[src/rtl/mhf_pkg.sv]
package mhf_pkg;

  // Advance a non-reflected CRC register by one byte taken LSB first.
  function automatic logic [31:0] crc_byte(input logic [31:0] c_in,
                                           input logic [7:0]  d,
                                           input logic [31:0] poly);
    logic [31:0] c;
    logic        fb;
    c = c_in;
    for (int i = 0; i < 8; i++) begin
      fb = c[31] ^ d[i];
      c  = {c[30:0], 1'b0};
      if (fb) c = c ^ poly;
    end
    return c;
  endfunction

  function automatic logic [31:0] rev32(input logic [31:0] v);
    logic [31:0] r;
    for (int i = 0; i < 32; i++) r[i] = v[31-i];
    return r;
  endfunction

endpackage

[src/rtl/mhf_hash_engine.sv]
module mhf_hash_engine #(
  parameter int          ADDR_BYTES = 6,
  parameter logic [31:0] CRC_POLY   = 32'h04C11DB7
) (
  input  logic        clk,
  input  logic        rst,
  input  logic        rx_valid,
  input  logic        rx_sof,
  input  logic [7:0]  rx_byte,
  output logic        done,
  output logic [31:0] crc_out,
  output logic        grp_out,
  output logic        bc_out
);
  localparam int CW = $clog2(ADDR_BYTES + 1);
  localparam logic [CW-1:0] LAST_CNT = CW'(ADDR_BYTES - 1);
  localparam logic [CW-1:0] FULL_CNT = CW'(ADDR_BYTES);

  logic [31:0]   crc_q;
  logic [CW-1:0] cnt_q;
  logic          grp_q, bc_q;

  logic [31:0]   crc_base;
  logic [CW-1:0] cnt_base;
  logic          take;

  always_comb begin
    crc_base = rx_sof ? '1 : crc_q;
    cnt_base = rx_sof ? '0 : cnt_q;
    take     = rx_valid && (rx_sof || (cnt_q != '0 && cnt_q != FULL_CNT));
    crc_out  = mhf_pkg::crc_byte(crc_base, rx_byte, CRC_POLY);
    grp_out  = rx_sof ? rx_byte[0] : grp_q;
    bc_out   = (rx_sof ? 1'b1 : bc_q) & (rx_byte == 8'hFF);
    done     = take && (cnt_base == LAST_CNT);
  end

  always_ff @(posedge clk) begin
    if (rst) begin
      crc_q <= '1;
      cnt_q <= '0;
      grp_q <= 1'b0;
      bc_q  <= 1'b0;
    end else if (take) begin
      crc_q <= crc_out;
      cnt_q <= cnt_base + CW'(1);
      grp_q <= grp_out;
      bc_q  <= bc_out;
    end
  end
endmodule

[src/rtl/mhf_addr_hasher.sv]
module mhf_addr_hasher #(
  parameter int          ADDR_BYTES = 6,
  parameter int          IDX_W      = 8,
  parameter logic [31:0] CRC_POLY   = 32'h04C11DB7
) (
  input  logic [8*ADDR_BYTES-1:0] addr,
  output logic [IDX_W-1:0]        idx
);
  logic [31:0] c;
  logic [31:0] r;

  always_comb begin
    c = '1;
    for (int i = 0; i < ADDR_BYTES; i++)
      c = mhf_pkg::crc_byte(c, addr[8*(ADDR_BYTES-1-i) +: 8], CRC_POLY);
    r   = mhf_pkg::rev32(c);
    idx = r[31 -: IDX_W];
  end
endmodule

[src/rtl/mhf_group_table.sv]
module mhf_group_table #(
  parameter int NUM_WORDS = 8,
  parameter int WORD_W    = 32
) (
  input  logic                                   clk,
  input  logic                                   rst,
  input  logic                                   wr_en,
  input  logic [$clog2(NUM_WORDS)-1:0]           wr_sel,
  input  logic [WORD_W-1:0]                      wr_data,
  input  logic                                   bit_en,
  input  logic                                   bit_set,
  input  logic [$clog2(NUM_WORDS*WORD_W)-1:0]    bit_idx,
  input  logic [$clog2(NUM_WORDS*WORD_W)-1:0]    lk_idx,
  output logic                                   lk_hit
);
  localparam int WSEL_W = $clog2(NUM_WORDS);
  localparam int BSEL_W = $clog2(WORD_W);
  localparam int IDX_W  = WSEL_W + BSEL_W;
  localparam logic [BSEL_W-1:0] TOP_POS = BSEL_W'(WORD_W - 1);

  logic [WORD_W-1:0] tbl_q [NUM_WORDS];

  logic [WSEL_W-1:0] bit_word, lk_word;
  logic [BSEL_W-1:0] bit_pos, lk_pos;
  logic [WORD_W-1:0] bit_mask;

  always_comb begin
    bit_word = bit_idx[IDX_W-1 -: WSEL_W];
    bit_pos  = TOP_POS - bit_idx[BSEL_W-1:0];
    bit_mask = {{(WORD_W-1){1'b0}}, 1'b1} << bit_pos;
    lk_word  = lk_idx[IDX_W-1 -: WSEL_W];
    lk_pos   = TOP_POS - lk_idx[BSEL_W-1:0];
    lk_hit   = tbl_q[lk_word][lk_pos];
  end

  for (genvar w = 0; w < NUM_WORDS; w++) begin : g_word
    logic [WORD_W-1:0] nxt;
    always_comb begin
      nxt = tbl_q[w];
      if (wr_en && wr_sel == WSEL_W'(w)) nxt = wr_data;
      if (bit_en && bit_word == WSEL_W'(w))
        nxt = bit_set ? (nxt | bit_mask) : (nxt & ~bit_mask);
    end
    always_ff @(posedge clk) begin
      if (rst) tbl_q[w] <= '0;
      else     tbl_q[w] <= nxt;
    end
  end
endmodule

[src/rtl/mcast_hash_filter.sv]
module mcast_hash_filter #(
  parameter int          NUM_WORDS  = 8,
  parameter int          WORD_W     = 32,
  parameter int          ADDR_BYTES = 6,
  parameter logic [31:0] CRC_POLY   = 32'h04C11DB7
) (
  input  logic                                clk,
  input  logic                                rst,
  input  logic                                rx_valid,
  input  logic                                rx_sof,
  input  logic [7:0]                          rx_byte,
  input  logic                                promisc,
  input  logic                                cfg_wr_en,
  input  logic [$clog2(NUM_WORDS)-1:0]        cfg_wr_sel,
  input  logic [WORD_W-1:0]                   cfg_wr_data,
  input  logic                                hlp_valid,
  input  logic                                hlp_set,
  input  logic [8*ADDR_BYTES-1:0]             hlp_addr,
  output logic                                res_valid,
  output logic [$clog2(NUM_WORDS*WORD_W)-1:0] res_index,
  output logic                                res_hash_hit,
  output logic                                res_bcast,
  output logic                                res_ucast,
  output logic                                res_accept
);
  localparam int IDX_W = $clog2(NUM_WORDS * WORD_W);

  logic             done;
  logic [31:0]      crc_fin, crc_rev;
  logic             grp, bc;
  logic [IDX_W-1:0] rx_idx, hlp_idx;
  logic             tbl_hit;

  mhf_hash_engine #(.ADDR_BYTES(ADDR_BYTES), .CRC_POLY(CRC_POLY)) u_eng (
    .clk(clk), .rst(rst), .rx_valid(rx_valid), .rx_sof(rx_sof),
    .rx_byte(rx_byte), .done(done), .crc_out(crc_fin),
    .grp_out(grp), .bc_out(bc)
  );

  always_comb begin
    crc_rev = mhf_pkg::rev32(crc_fin);
    rx_idx  = crc_rev[31 -: IDX_W];
  end

  mhf_addr_hasher #(.ADDR_BYTES(ADDR_BYTES), .IDX_W(IDX_W), .CRC_POLY(CRC_POLY)) u_hlp (
    .addr(hlp_addr), .idx(hlp_idx)
  );

  mhf_group_table #(.NUM_WORDS(NUM_WORDS), .WORD_W(WORD_W)) u_tbl (
    .clk(clk), .rst(rst),
    .wr_en(cfg_wr_en), .wr_sel(cfg_wr_sel), .wr_data(cfg_wr_data),
    .bit_en(hlp_valid), .bit_set(hlp_set), .bit_idx(hlp_idx),
    .lk_idx(rx_idx), .lk_hit(tbl_hit)
  );

  always_ff @(posedge clk) begin
    if (rst) begin
      res_valid    <= 1'b0;
      res_index    <= '0;
      res_hash_hit <= 1'b0;
      res_bcast    <= 1'b0;
      res_ucast    <= 1'b0;
      res_accept   <= 1'b0;
    end else begin
      res_valid    <= done;
      res_index    <= done ? rx_idx : '0;
      res_hash_hit <= done & grp & tbl_hit;
      res_bcast    <= done & bc;
      res_ucast    <= done & ~grp;
      res_accept   <= done & (promisc | bc | (grp & tbl_hit));
    end
  end
endmodule

[config.mk]
export PLATFORM = sky130hd
export DESIGN_NAME = mcast_hash_filter
export DESIGN_NICKNAME = d
export VERILOG_FILES = /design/src/rtl/mhf_pkg.sv /design/src/rtl/mhf_hash_engine.sv /design/src/rtl/mhf_addr_hasher.sv /design/src/rtl/mhf_group_table.sv /design/src/rtl/mcast_hash_filter.sv
export SDC_FILE = /design/constraint.sdc
export NUM_CORES = 1
export LEC_CHECK = 0
export ABC_AREA = 1
export BUFFER_PORTS_ARGS = -buffer_cell sky130_fd_sc_hd__buf_4
export CAP_MARGIN = 25
export CORE_AREA = 2 2 191 334
export DETAILED_ROUTE_END_ITERATION = 8
export DIE_AREA = 0 0 193 336
export GPL_ROUTABILITY_DRIVEN = 0
export PLACE_DENSITY = 0.56
export SLEW_MARGIN = 15
export SYNTH_ARGS = -nofsm -noshare
export SYNTH_HDL_FRONTEND = slang
export SYNTH_SLANG_ARGS = --single-unit
[constraint.sdc]
create_clock -name clk -period 3.7 [get_ports clk]
set_clock_uncertainty 0.15 [all_clocks]
set_input_delay 0.37 -clock clk [delete_from_list [all_inputs] [get_ports clk]]
set_output_delay 0.37 -clock clk [all_outputs]
set_load 0.01 [all_outputs]
==> results of run 1 <==
-- through the flow --
step / cell area [sq um] / setup slack (ns) / hold WS [ns] / utilization (%) / std cells
after floorplan: 25600 / -0.225 / 0.291 / - / 4129
after global placement: 29800 / -1.17 / 0.301 / 48.0 / 5157
after detailed placement: 29800 / -1.13 / 0.307 / 48.0 / 5157
after CTS: 33800 / -0.197 / 0.00183 / 54.5 / 5302
after global routing: 36200 / -0.680 / 0.0459 / 58.4 / 5355
final: 36200 / -0.423 / 0.0296 / 58.4 / 5355
-- logic make-up after synthesis --
kind of cell / count (synthesis) / synth area share (%)
AOI/OAI and AO/OA: 823 / 17.5
xor gates and xnor gates: 104 / 3.85
adders and majority gates: 2 / 0.101
buffers and inverters: 542 / 9.38
DFF: 306 / 24.8
and+or+nand+nor: 2352 / 44.4
-- layout by cell type, fill, tap and decap left out, types with 58 or more instances in the layout --
master   netlist  routed
dfxtp_1      306     306
nand3_4        5      58
xor2_1        76      59
nand3_2       23     121
buf_6          8      72
nand4_1      209     209
buf_12         1      83
nand2_4       30     198
nand2_1     1345    1027
o21ai_0      351     328
a21oi_1      374     356
nor2_1       180     159
buf_4         24     470
inv_1        202     172
nand3_1      392     241
nand2_2      103     214
-- synth_stat cells (all sizes together) (21+ instances only) --
cell type	number	area, sq um
nand2	1479	6050
buf	114	696
clkbuf	175	657
xor2	80	742
a21oi	374	1870
inv	248	943
nand4	217	1480
a32o	21	210
nand3	420	2280
xnor2	24	210
nor2	205	946
dfxtp	306	6130
o21ai	388	1940
-- metal layers --
layer / up-vias / track usage (%) / routed length, um
met2: 1335 / 59.8 / 58100
met1: 14300 / 34.5 / 38500
li1: 14600 / - / -
met4: 0 / 26.8 / 11300
met3: 479 / 2.93 / 6440
met5: - / 0 / 0
-- layout make-up --
class	instances	area, sq um
Clock buffer	48	888
Clock inverter	6	95.1
Fill cell	5837	25800
Inverter	252	1130
Multi-Input combinational cell	3284	20300
Sequential cell	306	6130
Tap cell	799	1000
Timing Repair Buffer	659	6730
Timing Repair inverter	1	6.26
-- sequential cells by signal, indices dropped and copies added, names as in the netlist --
| name | flops |
|---|---|
| res_ucast | 1 |
| res_index | 8 |
| res_accept | 1 |
| u_eng.bc_q | 1 |
| u_eng.crc_q | 32 |
| res_hash_hit | 1 |
| res_valid | 1 |
| u_eng.cnt_q | 3 |
| u_tbl.tbl_q | 256 |
| u_eng.grp_q | 1 |
| res_bcast | 1 |
-- repair_timing --
item                       CTS  global route
cloned                      13             8
hold buffers                 6             0
resized for setup          497           428
hold endpoints to repair    15             0
pin swaps                  273           282
buffers inserted            72            49
setup endpoints to repair  258           258
-- worst paths after layout --
check                                                endpoint  depth (start not counted)
worst max-delay path            u_tbl.tbl_q[0][26]$_SDFF_PP0_                         37
worst min-delay path             u_tbl.tbl_q[7][6]$_SDFF_PP0_                          2
worst max register to register          res_accept$_SDFF_PP0_                         15
worst min register to register        u_eng.bc_q$_SDFFE_PP0P_                          2
==> flow_summary.json, run 1 <==
{
  "worstMarginPinSlew_ns": 0.977,
  "cp.required_ns": 4.06,
  "crit_start": "hlp_addr[41]",
  "fp.dieW_um": 193,
  "fmax_mhz": 243,
  "tns_ns": -82.54,
  "nets": 4635,
  "final_hold_viol_count": 0,
  "setup_viol": 258,
  "design.core.area_sq_um": 62100,
  "syn_area_sq_um": 24700,
  "ys_ff_latch": 306,
  "antenna_cells": 0,
  "rsz0062_at_grt": "true",
  "crit_path_max_incr_delay_ns": 0.28,
  "yosys_warnings": 0,
  "drt_iter0_drc": 2443,
  "synth.distinct_cells": 57,
  "worst_path_max_delay_cell": "nor2_4",
  "hold_path_class": "in -> reg",
  "track_usage_pct": 33.1,
  "drv_slew": 0,
  "critPathLaunchType": "primary input",
  "critPathBufInv": 9,
  "grt_pass1_wl_um": 166000,
  "initial_core_util_pct": 39.8,
  "area_growth_pct": 46.4,
  "crit_type": "in -> reg",
  "clock_latency_ns": 0.62,
  "max_slew_margin_pct": 34.9,
  "cts-root-buf": "clkbuf_16",
  "drc": 0,
  "die-height_um": 336,
  "synthFlopType": "dfxtp_1",
  "synthArstFlopShare_pct": 0,
  "synth_edf_count": 0,
  "outcome": "complete, but fails checks",
  "r2r_setup_slack_ns": -0.20,
  "synth_nets": 4230,
  "cp_max_fo": 8,
  "cap_violations": 0,
  "io_pins": 112,
  "cts_buffers": 30,
  "die-area_sq_um": 64800,
  "port_buffers": 111,
  "totalWireLength_um": 114000,
  "violations": "setup timing",
  "worstHoldStart": "rst",
  "syn_inst": 4129,
  "rows": 121,
  "fin_crit_sh_pct": 111,
  "drive_above_1_share_pct": 33.6,
  "cpMostUsedCell": "nand2_4",
  "num_vias": 30700,
  "yosysSeqAreaShare_pct": 24.8,
  "htreeDepth": 1,
  "grt_max_degree": 148,
  "antenna_found_initial": 0,
  "period_needed_ns": 4.12,
  "grt_overflow": 0,
  "wl_per_cell_um": 21.3,
  "critPathArrivalTime_ns": 4.49,
  "path_clk_slew_ns": 0.06,
  "r2r_start": "u_eng.crc_q[25]$_SDFFE_PP1P_",
  "ant_nets": 0,
  "end_kind": "flip-flop",
  "cts_tree": "built",
  "avgSynthCellArea_sq_um": 5.99,
  "cts.sinks": 306,
  "drtPass1Iterations": 6,
  "viasPerCell": 5.74,
  "crit_family": "simple AND/OR/NAND/NOR gates",
  "setup_slack_ns": -0.423,
  "grt_pass1_vias": 28900,
  "hpwl_um": 74500,
  "ctsLongestPathBuffers": 3
}
Power of run 1 is left out: the tool's default activity adds up to more than one toggle a clock period on the data nets, which glitch-free logic cannot reach.
==> inputs of run 2 (changes only) <==
RECOVER_POWER = 25   (was not set)
SLEW_MARGIN = not set   (was 15)
==> flow_summary.json, run 2 (same netlist as run 1, synthesis figures left out) <==
{
  "crit_start": "hlp_addr[41]",
  "fmax_mhz": 243,
  "final_cell_mix": "nand2_1 (1027), buf_4 (456), a21oi_1 (356), o21ai_0 (328), dfxtp_1 (306)",
  "r2r_start": "u_eng.crc_q[25]$_SDFFE_PP1P_",
  "cp_max_fo": 8,
  "grt_pass1_wl_um": 166000,
  "setup_slack_ns": -0.422,
  "final_hold_viol_count": 0,
  "cap_violations": 1,
  "setup_viol": 258,
  "rows": 121,
  "fin_crit_sh_pct": 111,
  "worstMarginPinSlew_ns": 2.47,
  "end_kind": "flip-flop",
  "grt_pass1_vias": 28900,
  "die-height_um": 336,
  "totalWireLength_um": 114000,
  "critPathLaunchType": "primary input",
  "fin_area_sq_um": 36200,
  "ant_nets": 0,
  "hpwl_um": 74500,
  "n_fill_cell": 5852,
  "max_slew_margin_pct": -64.6,
  "cts-root-buf": "clkbuf_16",
  "drv_slew": 57,
  "crit_path_max_incr_delay_ns": 0.28,
  "ctsLongestPathBuffers": 3,
  "layout_commonest_cell": "nand2_1",
  "cts.sinks": 306,
  "path_clk_slew_ns": 0.06,
  "outcome": "complete, but fails checks",
  "fp.dieW_um": 193,
  "crit_end": "u_tbl.tbl_q[0][26]$_SDFF_PP0_",
  "critPathArrivalTime_ns": 4.48,
  "drc": 0,
  "num_vias": 30700,
  "drt_iter0_drc": 2466,
  "viasPerCell": 5.74,
  "cpMostUsedCell": "nand2_4",
  "clock_latency_ns": 0.62,
  "die-area_sq_um": 64800,
  "grt_overflow": 0,
  "largest_register": "u_tbl.tbl_q",
  "largest_reg_flops": 256,
  "nets": 4635,
  "cp.required_ns": 4.06,
  "worstHoldStart": "rst",
  "drtPass1Iterations": 9,
  "dpl_cell_area_sq_um": 29800,
  "min_path_cells": 2,
  "r2r_setup_slack_ns": -0.21,
  "antenna_cells": 0,
  "io_pins": 112,
  "wl_per_cell_um": 21.3,
  "largestRegisters": "u_tbl.tbl_q (256), u_eng.crc_q (32), res_index (8)",
  "area_growth_pct": 46.2,
  "initial_core_util_pct": 39.8,
  "period_needed_ns": 4.12,
  "drive_above_1_share_pct": 33.3,
  "cts_buffers": 30,
  "ff2ff_path_depth": 15,
  "worst_path_max_delay_cell": "nor2_4",
  "rsz0062_at_grt": "true",
  "crit_type": "in -> reg",
  "utilization_pct": 58.3,
  "antenna_found_initial": 0,
  "cts_tree": "built",
  "grt_max_degree": 148,
  "violations": "capacitance limit, slew limit, setup timing",
  "port_buffers": 111,
  "track_usage_pct": 33.1,
  "hold_path_class": "in -> reg",
  "design.core.area_sq_um": 62100,
  "hold_ws_ns": 0.0278,
  "regToRegEndpoint": "res_accept$_SDFF_PP0_",
  "htreeDepth": 1,
  "pre_cts_slack_ns": -1.13
}
[run 2: final cells by class]
cell class	count	area (sq um)	area share (%)
Sequential cell	306	6130	16.9
Inverter	252	1130	3.12
Multi-Input combinational cell	3284	20300	56.0
Clock buffer	48	888	2.46
Timing Repair inverter	1	6.26	0.0173
Tap cell	799	1000	2.76
Clock inverter	6	95.1	0.263
Timing Repair Buffer	659	6670	18.4
[run 2: metrics by stage]
stage / setup TNS [ns] / std cells
floorplan: -44.20 / 4129
global placement: -273.18 / 5157
detailed placement: -270.91 / 5157
CTS: -32.24 / 5302
global route: -142.64 / 5355
finish: -82.37 / 5355
[run 2: layer usage]
| metal | routed length [um] | GRT usage, % | part of all wire (%) | up-vias |
|---|---|---|---|---|
| li1 | - | - | - | 14600 |
| met1 | 38300 | 34.5 | 33 | 14300 |
| met2 | 58200 | 59.8 | 51 | 1361 |
| met3 | 6610 | 2.93 | 5.8 | 465 |
| met4 | 11200 | 26.8 | 9.8 | 0 |
| met5 | 0 | 0 | 0 | - |
[run 2: critical path, delay by kind of cell]
kind | cells | cell delay (ns)
and+or+nand+nor | 25 | 2.56
buffers and inverters | 9 | 0.96
xor gates and xnor gates | 2 | 0.36
AOI/OAI and AO/OA | 1 | 0.20
[run 2: worst min-delay path by stage]
stage / end
2_1_floorplan: u_eng.crc_q[28]$_SDFFE_PP1P_
3_3_place_gp: u_eng.crc_q[5]$_SDFFE_PP1P_
3_5_place_dp: u_eng.crc_q[11]$_SDFFE_PP1P_
4_1_cts: u_tbl.tbl_q[7][11]$_SDFF_PP0_
5_1_grt: u_tbl.tbl_q[7][6]$_SDFF_PP0_
6_report: u_tbl.tbl_q[7][6]$_SDFF_PP0_
[run 2: what timing repair did]
item,CTS,global route
resized for setup,497,428
cloned,13,8
buffers inserted,72,49
endpoints found under the hold margin,15,0
hold buffers,6,0
endpoints found under the setup margin,258,258
pin swaps,273,282
Power of run 2 is left out for the same reason.
